===== src/rtl/hz7_pkg.sv =====
package hz7_pkg;
  localparam int OP_W = 3;

  typedef enum logic [OP_W-1:0] {
    OP_ADD  = 3'd0,
    OP_NOR  = 3'd1,
    OP_LW   = 3'd2,
    OP_SW   = 3'd3,
    OP_BEQ  = 3'd4,
    OP_RSV5 = 3'd5,
    OP_HALT = 3'd6,
    OP_RSV7 = 3'd7
  } op_e;

  typedef enum logic [1:0] {
    FW_RF = 2'd0,
    FW_M1 = 2'd1,
    FW_M2 = 2'd2,
    FW_WB = 2'd3
  } fwd_e;

  function automatic logic op_writes(input logic [OP_W-1:0] op);
    return (op == OP_ADD) || (op == OP_NOR) || (op == OP_LW);
  endfunction

  function automatic logic op_reads_a(input logic [OP_W-1:0] op);
    return (op == OP_ADD) || (op == OP_NOR) || (op == OP_LW) ||
           (op == OP_SW) || (op == OP_BEQ);
  endfunction

  function automatic logic op_reads_b(input logic [OP_W-1:0] op);
    return (op == OP_ADD) || (op == OP_NOR) || (op == OP_SW) || (op == OP_BEQ);
  endfunction
endpackage


===== src/rtl/hz7_fwd_mux.sv =====
module hz7_fwd_mux
  import hz7_pkg::*;
#(
  parameter int RW = 3
) (
  input  logic            clk,
  input  logic            rst,
  input  logic            use_vld,
  input  logic [RW-1:0]   src,
  input  logic            m1_vld,
  input  logic [OP_W-1:0] m1_op,
  input  logic [RW-1:0]   m1_dst,
  input  logic            m2_vld,
  input  logic [OP_W-1:0] m2_op,
  input  logic [RW-1:0]   m2_dst,
  input  logic            wb_vld,
  input  logic [OP_W-1:0] wb_op,
  input  logic [RW-1:0]   wb_dst,
  output logic [1:0]      sel
);
  logic src_live, hit_m1, hit_m2, hit_wb;

  always_comb begin
    src_live = use_vld && (src != '0);
    hit_m1   = src_live && m1_vld && op_writes(m1_op) && (m1_dst == src);
    hit_m2   = src_live && m2_vld && op_writes(m2_op) && (m2_dst == src);
    hit_wb   = src_live && wb_vld && op_writes(wb_op) && (wb_dst == src);
    if (hit_m1)      sel = FW_M1;
    else if (hit_m2) sel = FW_M2;
    else if (hit_wb) sel = FW_WB;
    else             sel = FW_RF;
  end

  // A load must never be the selected source before its data exists
  assert_no_early_load_m1_R6: assert property (@(posedge clk) disable iff (rst)
    (sel == FW_M1) |-> (m1_op != OP_LW));
  assert_no_early_load_m2_R6: assert property (@(posedge clk) disable iff (rst)
    (sel == FW_M2) |-> (m2_op != OP_LW));
  // Register 0 is never bypassed
  assert_no_r0_bypass_R10: assert property (@(posedge clk) disable iff (rst)
    (sel != FW_RF) |-> (src != '0));
endmodule


===== src/rtl/hz7_loaduse.sv =====
module hz7_loaduse
  import hz7_pkg::*;
#(
  parameter int RW = 3
) (
  input  logic            clk,
  input  logic            rst,
  input  logic            id_vld,
  input  logic [OP_W-1:0] id_op,
  input  logic [RW-1:0]   id_ra,
  input  logic [RW-1:0]   id_rb,
  input  logic            ex_vld,
  input  logic [OP_W-1:0] ex_op,
  input  logic [RW-1:0]   ex_dst,
  input  logic            m1_vld,
  input  logic [OP_W-1:0] m1_op,
  input  logic [RW-1:0]   m1_dst,
  input  logic            flush,
  output logic            hold,
  output logic            bubble
);
  function automatic logic needs(input logic [OP_W-1:0] op, input logic [RW-1:0] a,
                                 input logic [RW-1:0] b, input logic [RW-1:0] d);
    return (d != '0) && ((op_reads_a(op) && (a == d)) || (op_reads_b(op) && (b == d)));
  endfunction

  logic wait_ex, wait_m1, stall_req;

  always_comb begin
    wait_ex   = ex_vld && (ex_op == OP_LW) && needs(id_op, id_ra, id_rb, ex_dst);
    wait_m1   = m1_vld && (m1_op == OP_LW) && needs(id_op, id_ra, id_rb, m1_dst);
    stall_req = id_vld && (wait_ex || wait_m1);
    hold      = stall_req && !flush;
    bubble    = hold;
  end

  // The environment must follow a freeze with a bubble in execute
  assert_bubble_follows_R4: assert property (@(posedge clk) disable iff (rst)
    hold |=> !ex_vld);
endmodule


===== src/rtl/hz7_flush.sv =====
module hz7_flush
  import hz7_pkg::*;
#(
  parameter int N_KILL = 5
) (
  input  logic            clk,
  input  logic            rst,
  input  logic            m2_vld,
  input  logic [OP_W-1:0] m2_op,
  input  logic            m2_taken,
  output logic [N_KILL-1:0] kill,
  output logic            redirect
);
  logic fire;

  always_comb fire = m2_vld && (m2_op == OP_BEQ) && m2_taken;
  assign redirect = fire;

  for (genvar s = 0; s < N_KILL; s++) begin : g_kill
    assign kill[s] = fire;
  end

  // After a kill the memory-1 slot was emptied, so memory 2 is empty next
  assert_flush_drains_R8: assert property (@(posedge clk) disable iff (rst)
    redirect |=> !m2_vld);
endmodule


===== src/rtl/hz7_ctrl.sv =====
module hz7_ctrl
  import hz7_pkg::*;
#(
  parameter int RW     = 3,
  parameter int N_KILL = 5
) (
  input  logic              clk,
  input  logic              rst,
  input  logic              id_vld,
  input  logic [2:0]        id_op,
  input  logic [RW-1:0]     id_ra,
  input  logic [RW-1:0]     id_rb,
  input  logic              ex_vld,
  input  logic [2:0]        ex_op,
  input  logic [RW-1:0]     ex_dst,
  input  logic [RW-1:0]     ex_ra,
  input  logic [RW-1:0]     ex_rb,
  input  logic              m1_vld,
  input  logic [2:0]        m1_op,
  input  logic [RW-1:0]     m1_dst,
  input  logic              m2_vld,
  input  logic [2:0]        m2_op,
  input  logic [RW-1:0]     m2_dst,
  input  logic              m2_taken,
  input  logic              wb_vld,
  input  logic [2:0]        wb_op,
  input  logic [RW-1:0]     wb_dst,
  output logic [1:0]        fwd_a,
  output logic [1:0]        fwd_b,
  output logic              hold_front,
  output logic              bubble_ex,
  output logic [N_KILL-1:0] kill,
  output logic              redirect
);
  localparam int N_OPND = 2;

  logic [RW-1:0] opnd [N_OPND];
  logic [1:0]    sel  [N_OPND];
  logic          flush;

  assign opnd[0] = ex_ra;
  assign opnd[1] = ex_rb;

  for (genvar k = 0; k < N_OPND; k++) begin : g_opnd
    hz7_fwd_mux #(.RW(RW)) u_mux (
      .clk(clk), .rst(rst), .use_vld(ex_vld), .src(opnd[k]),
      .m1_vld(m1_vld), .m1_op(m1_op), .m1_dst(m1_dst),
      .m2_vld(m2_vld), .m2_op(m2_op), .m2_dst(m2_dst),
      .wb_vld(wb_vld), .wb_op(wb_op), .wb_dst(wb_dst),
      .sel(sel[k])
    );
  end

  assign fwd_a = sel[0];
  assign fwd_b = sel[1];

  hz7_flush #(.N_KILL(N_KILL)) u_flush (
    .clk(clk), .rst(rst), .m2_vld(m2_vld), .m2_op(m2_op), .m2_taken(m2_taken),
    .kill(kill), .redirect(flush)
  );
  assign redirect = flush;

  hz7_loaduse #(.RW(RW)) u_lu (
    .clk(clk), .rst(rst),
    .id_vld(id_vld), .id_op(id_op), .id_ra(id_ra), .id_rb(id_rb),
    .ex_vld(ex_vld), .ex_op(ex_op), .ex_dst(ex_dst),
    .m1_vld(m1_vld), .m1_op(m1_op), .m1_dst(m1_dst),
    .flush(flush), .hold(hold_front), .bubble(bubble_ex)
  );

  // Kill bits go together
  assert_kill_all_or_none_R8: assert property (@(posedge clk) disable iff (rst)
    ($countones(kill) == 0) || ($countones(kill) == N_KILL));
  // A kill overrides a freeze
  assert_flush_wins_R9: assert property (@(posedge clk) disable iff (rst)
    (kill != '0) |-> (!hold_front && !bubble_ex));
endmodule


===== config.mk =====
export PLATFORM = sky130hd
export DESIGN_NAME = hz7_ctrl
export DESIGN_NICKNAME = d
export VERILOG_FILES = /design/src/rtl/hz7_pkg.sv /design/src/rtl/hz7_fwd_mux.sv /design/src/rtl/hz7_loaduse.sv /design/src/rtl/hz7_flush.sv /design/src/rtl/hz7_ctrl.sv
export SDC_FILE = /design/constraint.sdc
export NUM_CORES = 1
export LEC_CHECK = 0
export BUFFER_PORTS_ARGS = -buffer_cell sky130_fd_sc_hd__buf_2
export CELL_PAD_IN_SITES_DETAIL_PLACEMENT = 0
export CELL_PAD_IN_SITES_GLOBAL_PLACEMENT = 1
export CORE_MARGIN = 3
export CORE_UTILIZATION = 26
export DETAILED_ROUTE_END_ITERATION = 10
export PLACE_DENSITY_LB_ADDON = 0.2
export SKIP_LAST_GASP = 1
export SLEW_MARGIN = 40
export SYNTH_ARGS = -nofsm -noshare
export SYNTH_HDL_FRONTEND = slang
export SYNTH_SLANG_ARGS = --single-unit
export TNS_END_PERCENT = 1

===== constraint.sdc =====
create_clock -name vclk -period 2.4
set_input_delay 0.12 -clock vclk [all_inputs]
set_output_delay 0.12 -clock vclk [all_outputs]
set_load 0.01 [all_outputs]

==> results_dict.tcl, run 1 <==
set metrics [dict create \
    drc_errors 0 \
    layout.nets 178 \
    p_clk_share_pct 0 \
    cts_resized 0 \
    fmax_mhz 696 \
    grt_pass1_vias 647 \
    hold_buffers 0 \
    num_vias 742 \
    nFlopsAndLatches 0 \
    drive_above_1_share_pct 45.0 \
    grt_max_degree 7 \
    final_antenna_net_count 0 \
    p_leak_nw 0.411 \
    nClkBuffers 0 \
    yosysSeqAreaShare_pct 0 \
    grtUsageTotal_pct 12.0 \
    min_period_ns 1.44 \
    endpoint_kind "primary output" \
    period_share_pct 59.9 \
    synthTopCellsByArea "xnor2_1, xor2_1, nand4_1" \
    ios 59 \
    peakVddDrop_mv 0.0745 \
    multiInputGateArea_um2 520 \
    drtPass1Iterations 4 \
    cp_top_family "simple AND/OR/NAND/NOR gates" \
    path_max_fanout 2 \
    cp_slowest_stage_delay_ns 0.49 \
    yosysTopAreaCellShare_pct 26.1 \
    arrival_ns 1.32 \
    hp-class "in -> out" \
    routedWlPerCell_um 11.7 \
    synth_nets 128 \
    post-place-ws_ns 0.956 \
    chipHeight_um 54.2 \
    postCtsSetupRepairBufs 0 \
    postSynthAreaPerCell_um2 7.45 \
    drt_iter0_markers 4 \
    fin_tns_setup_ns 0 \
    slew_viol_final 0 \
    switching_power_uw 63.7 \
    yosysTopAreaCell "xnor2_1" \
    hold_viol 0 \
    required_ns 2.28 \
    critPathKind "in -> out" \
    viasPerCell 4.76 \
    seq_area_um2 0 \
    drt_wl_total_um 1830 \
    maxCapViolations 0 \
    die_w_um 54.2 \
    cp_cell_sequence "buf_2, nand2b_1, or4b_1, a21oi_1, o221a_1, buf_2" \
    syn_area_um2 603 \
    combPwrFrac_pct 100.0 \
    ys_warn_count 0 \
    setup_viol 0 \
    slew_headroom_pct 65.3 \
    num-fill-cells 229 \
    netSwitchingFraction_pct 48.9 \
    syn_to_final_growth_pct 40.5 \
    p_seq_share_pct 0 \
    port_buffers 57 \
    setup_slack_ns 0.963 \
    synth_commonest_cells "xnor2_1, xor2_1, nand4_1" \
    place_congestion 0.718 \
    synthCells 81 \
    synth_cell_types 21 \
    crit_path_frequent_cell "buf_2" \
    grt_pass1_wl_um 2750 \
    p_int_uw 66.7 \
    worst_path_max_delay_cell "or4b_1" \
    diodes 0 \
    rows 16 \
    worst_pin_slew_ns 0.517 \
    synth.most_common_cell "xnor2_1" \
    initial_core_util_pct 29.0 \
    crit_buf_inv 2 \
    grt_overflow_total 0 \
    start_kind "input port" \
    dp_hpwl_um 1680 \
    status "finished, final reports clean" \
    core_mm2 0.00208 \
    rsz0062_at_grt "false" \
    design.die.area_mm2 0.00293 \
    antenna_found_initial 0 \
    p_per_area_mw_per_mm2 154 \
]
-- worst paths after layout --
check      from         end  cells past startpoint
min      id_vld   bubble_ex                      3
max    m1_op[2]  hold_front                      6
-- layout by cell type (no fill, tap or decap), drive strengths merged --
master / count
o221a: 1
nor2: 8
nor3: 1
mux2i: 1
nor4bb: 1
and4: 2
a211oi: 2
a21boi: 2
o31ai: 1
nand2b: 1
nand4: 10
a21oi: 3
buf: 57
inv: 2
o31a: 2
xor2: 12
nand3: 1
o21ai: 3
or4b: 1
xnor2: 18
-- cells by family after synthesis --
logic type,count (synthesis),synth area share (%)
muxes,1,1.66
AOI/OAI and AO/OA,14,16.0
xor gates and xnor gates,30,43.6
and+or+nand+nor,25,25.1
buffers and inverters,11,13.7
-- power groups by stage --
stage | Clock, mW | Sequential [mW] | Combinational [mW]
after floorplan | 0 | 0 | 0.0728
after global placement | 0 | 0 | 0.128
after detailed placement | 0 | 0 | 0.131
after CTS | 0 | 0 | 0.132
after global routing | 0 | 0 | 0.146
final | 0 | 0 | 0.130
-- layout make-up --
| cell class | instances | share of cell area [%] |
|---|---|---|
| Inverter | 2 | 0.886 |
| Timing Repair Buffer | 57 | 33.7 |
| Tap cell | 27 | 3.99 |
| Multi-Input combinational cell | 70 | 61.4 |
-- stage by stage --
stage | hold slack [ns] | utilization, % | power, mW | area [um2] | std cells
floorplan | 0.378 | - | 0.0728 | 603 | 81
global placement | 0.577 | 40.7 | 0.128 | 847 | 156
detailed placement | 0.584 | 40.7 | 0.131 | 847 | 156
CTS | 0.585 | 40.7 | 0.132 | 847 | 156
global route | 0.599 | 40.7 | 0.146 | 847 | 156
finish | 0.582 | 40.7 | 0.130 | 847 | 156
-- per-layer routing --
layer	share of wire [%]	wire length (um)	up-vias	track usage, %
met2	45	828	39	21.3
met1	42	764	321	15.9
met5	0	0	-	0
met4	0	0	0	0.830
met3	13	239	0	1.66
li1	-	-	382	-
-- tightest hold or removal path: stages --
cell and delay, ns:
buf_2 0.10, o221a_1 0.11, buf_2 0.13
No activity file was read; power rests on OpenSTA's default activity.
==> inputs of run 2 (changes only) <==
--- a/config.mk
+++ b/config.mk
@@ -9,7 +9,7 @@
 export CELL_PAD_IN_SITES_DETAIL_PLACEMENT = 0
 export CELL_PAD_IN_SITES_GLOBAL_PLACEMENT = 1
 export CORE_MARGIN = 3
-export CORE_UTILIZATION = 26
+export CORE_UTILIZATION = 22
 export DETAILED_ROUTE_END_ITERATION = 10
 export PLACE_DENSITY_LB_ADDON = 0.2
 export SKIP_LAST_GASP = 1
==> constraint.sdc (replaced) <==
create_clock -name vclk -period 1.17
set_input_delay 0.0585 -clock vclk [all_inputs]
set_output_delay 0.0585 -clock vclk [all_outputs]
set_load 0.01 [all_outputs]
==> results_dict.tcl, run 2 (same netlist as run 1, synthesis figures left out) <==
set metrics [dict create \
    viasPerCell 4.51 \
    drt_wl_total_um 1800 \
    path_max_fanout 2 \
    rows 18 \
    chipHeight_um 58.4 \
    drt_iter0_markers 8 \
    grtUsageTotal_pct 10.8 \
    grt_overflow_total 0 \
    totalPowerFinal_uw 286 \
    violations "setup timing" \
    fin_tns_setup_ns -0.240 \
    final_common_cell "buf_2" \
    worst_pin_slew_ns 0.292 \
    cp-endpoint "hold_front" \
    slew_viol_final 0 \
    seq_area_um2 0 \
    required_ns 1.11 \
    crit_buf_inv 2 \
    instances_no_fill 165 \
    dp_hpwl_um 1690 \
    drive_above_1_share_pct 49.6 \
    grt_pass1_wl_um 3080 \
    layout.nets 184 \
    core_mm2 0.00254 \
    maxCapViolations 0 \
    num_vias 744 \
    endpoint_kind "primary output" \
    initial_core_util_pct 23.7 \
    slew_headroom_pct 80.4 \
    nClkBuffers 0 \
    peakVddDrop_mv 0.114 \
    place_congestion 0.736 \
    drc_errors 0 \
    setup_viol 2 \
    worstSetupPathDepth 6 \
    fmax_mhz 775 \
    crit_path_frequent_cell "buf_2" \
    port_buffers 57 \
    final_cell_mix "buf_2, xnor2_1, xor2_1" \
    setup_slack_ns -0.120 \
    nFlopsAndLatches 0 \
    min_period_ns 1.29 \
    grt_max_degree 7 \
    die_w_um 58.4 \
    hp-class "in -> out" \
    period_share_pct 110 \
    dp.cells 165 \
    final_util_pct 35.8 \
    ios 59 \
    grt_pass1_vias 758 \
    syn_to_final_growth_pct 51.0 \
    rsz0062_at_grt "true" \
    arrival_ns 1.23 \
    hp-start "id_vld" \
    antenna_found_initial 0 \
    start_kind "input port" \
    cp_slowest_stage_delay_ns 0.51 \
    diodes 0 \
    post-place-ws_ns -0.183 \
    cp_cell_sequence "buf_2, nand2b_4, or4b_4, a21oi_2, o221a_1, buf_2" \
    cp_top_family "simple AND/OR/NAND/NOR gates" \
    worst_path_max_delay_cell "or4b_4" \
    drtPass1Iterations 3 \
    startpoint "m1_op[2]" \
    status "finished, violations left" \
    final_antenna_net_count 0 \
    critPathKind "in -> out" \
    p_per_area_mw_per_mm2 314 \
    design.die.area_mm2 0.00341 \
    hold_viol 0 \
    routedWlPerCell_um 10.9 \
    p_leak_nw 0.448 \
]
## run 2: cell count changes in the layout (fill, tap and decap cells not counted), sizes merged
cell  before  now
buf       57   63
## run 2: through the flow
step | area [um2] | hold slack (ns)
CTS | 911 | 0.461
global placement | 896 | 0.456
global route | 911 | 0.475
finish | 911 | 0.464
floorplan | 603 | 0.255
detailed placement | 896 | 0.461
## run 2: final cells by class
type	instances	area [um2]
Tap cell	30	37.5
Fill cell	299	1630
Multi-Input combinational cell	70	536
Timing Repair Buffer	63	330
Inverter	2	7.51
## run 2: power by group
part | leakage, nW | internal, mW | total (mW) | switching (mW)
registers | 0 | 0 | 0 | 0
clock network | 0 | 0 | 0 | 0
logic | 0.448 | 0.153 | 0.286 | 0.134
total | 0.448 | 0.153 | 0.286 | 0.134
## run 2: how the worst min path moves through the flow
| stage | end | cells after the start |
|---|---|---|
| 3_3_place_gp | hold_front | 3 |
| 2_1_floorplan | bubble_ex | 1 |
| 6_report | bubble_ex | 3 |
| 3_5_place_dp | hold_front | 3 |
| 5_1_grt | bubble_ex | 3 |
| 4_1_cts | hold_front | 3 |
## run 2: timing repair
item,4_1_cts,5_1_grt
setup buffers,0,0
gates resized for setup,3,0
endpoints found under the setup margin,2,4
hold buffers,0,0
pin swaps,0,0
## run 2: per-layer routing
layer  GRT usage (%)  vias to the layer above  routed length [um]
met5               0                        -                   0
met4               0                        0                   0
met3           0.877                        0                 182
met2            20.1                       33                 841
met1            14.3                      316                 773
li1                -                      395                   -
==> inputs of run 3 (changes only) <==
--- a/config.mk
+++ b/config.mk
@@ -8,6 +8,7 @@
 export BUFFER_PORTS_ARGS = -buffer_cell sky130_fd_sc_hd__buf_2
 export CELL_PAD_IN_SITES_DETAIL_PLACEMENT = 0
 export CELL_PAD_IN_SITES_GLOBAL_PLACEMENT = 1
+export CORE_ASPECT_RATIO = 0.6
 export CORE_MARGIN = 3
 export CORE_UTILIZATION = 22
 export DETAILED_ROUTE_END_ITERATION = 10
==> results_dict.tcl, run 3 (same netlist as run 1, synthesis figures left out) <==
set metrics [dict create \
    routedWlPerCell_um 11.6 \
    routed.top_layer "met3" \
    antenna_found_initial 0 \
    p_per_area_mw_per_mm2 319 \
    required_ns 1.11 \
    violations "setup timing" \
    maxCapViolations 0 \
    path_max_fanout 2 \
    grtUsageTotal_pct 10.4 \
    hold_viol 0 \
    p_leak_nw 0.450 \
    status "finished, violations left" \
    drive_above_1_share_pct 49.6 \
    setup_viol 2 \
    min_period_ns 1.29 \
    wl_met1_um 928 \
    port_buffers 57 \
    grt_max_degree 7 \
    cp_cell_sequence "buf_6, nand2b_4, or4b_4, a21oi_2, o221a_1, buf_2" \
    period_share_pct 110 \
    num_vias 734 \
    seq_area_um2 0 \
    start_kind "input port" \
    setup_slack_ns -0.118 \
    fmax_mhz 776 \
    final_antenna_net_count 0 \
    num-fill-cells 271 \
    cp_top_family "simple AND/OR/NAND/NOR gates" \
    grt_pass1_wl_um 2800 \
    hold_depth 3 \
    arrival_ns 1.23 \
    core_mm2 0.00256 \
    drtPass1Iterations 3 \
    dp_hpwl_um 1780 \
    rows 14 \
    dr_wl_met3_um 148 \
    slew_viol_final 0 \
    syn_to_final_growth_pct 52.5 \
    grt_overflow_total 0 \
    drc_errors 0 \
    place_congestion 0.755 \
    peakVddDrop_mv 0.0846 \
    final_common_cell "buf_2" \
    worstSetupPathDepth 6 \
    placed_area_um2 898 \
    die_w_um 73.6 \
    nClkBuffers 0 \
    final_cell_mix "buf_2, xnor2_1, xor2_1" \
    totalPowerFinal_uw 293 \
    hp-class "in -> out" \
    diodes 0 \
    worst_pin_slew_ns 0.308 \
    nFlopsAndLatches 0 \
    drt_iter0_markers 9 \
    crit_buf_inv 2 \
    endpoint_kind "primary output" \
    route.met2.wl_um 860 \
    post-place-ws_ns -0.162 \
    final_cell_area_um2 920 \
    cp_slowest_stage_delay_ns 0.51 \
    ios 59 \
    slew_headroom_pct 79.3 \
    chipHeight_um 46.6 \
    rsz0062_at_grt "true" \
    worst_path_max_delay_cell "or4b_4" \
    viasPerCell 4.40 \
    grt_pass1_vias 619 \
    design.die.area_mm2 0.00343 \
    final_util_pct 36.0 \
    initial_core_util_pct 23.6 \
    hp-start "id_vld" \
    postCtsSetupRepairBufs 0 \
    critPathKind "in -> out" \
    min_to "bubble_ex" \
    drt_wl_total_um 1940 \
    layout.nets 184 \
]
run 3: worst max path at each step:
stage | end | slack [ns] | from
CTS | hold_front | -0.14 | m1_op[2]
finish | hold_front | -0.12 | m1_op[2]
global route | bubble_ex | -0.15 | m1_op[2]
global placement | hold_front | -0.15 | m1_op[2]
detailed placement | hold_front | -0.16 | m1_op[2]
floorplan | hold_front | -0.07 | m1_op[2]
run 3: area by class of cell:
type | count | area, um2 | area share [%]
Tap cell | 32 | 40.0 | 4.35
Inverter | 2 | 7.51 | 0.816
Multi-Input combinational cell | 70 | 536 | 58.2
Timing Repair Buffer | 63 | 337 | 36.6
run 3: repair_timing:
| action | 4_1_cts | 5_1_grt |
|---|---|---|
| resized for setup | 4 | 0 |
| hold buffers | 0 | 0 |
| setup endpoints to repair | 2 | 4 |
| pin swaps | 1 | 1 |
run 3: tightest hold or removal path, stage by stage:
cell     delay (ns)
buf_2          0.10
o221a_1        0.12
buf_2          0.14
run 3: metal layers:
metal	up-vias	global-route usage (%)
met5	-	0
met4	0	0
met1	314	15.2
met2	25	17.8
li1	395	-
met3	0	0.871
run 3: per-stage QoR:
| stage | std cells | setup TNS, ns | hold slack, ns |
|---|---|---|---|
| floorplan | 81 | -0.0682 | 0.255 |
| global placement | 167 | -0.300 | 0.464 |
| detailed placement | 167 | -0.323 | 0.474 |
| CTS | 167 | -0.277 | 0.474 |
| global route | 167 | -0.344 | 0.484 |
| finish | 167 | -0.235 | 0.472 |
run 3: where the power goes:
| group | total, mW | internal, mW | switching, mW | leakage (nW) |
|---|---|---|---|---|
| Clock | 0 | 0 | 0 | 0 |
| Sequential | 0 | 0 | 0 | 0 |
| Combinational | 0.293 | 0.155 | 0.138 | 0.450 |
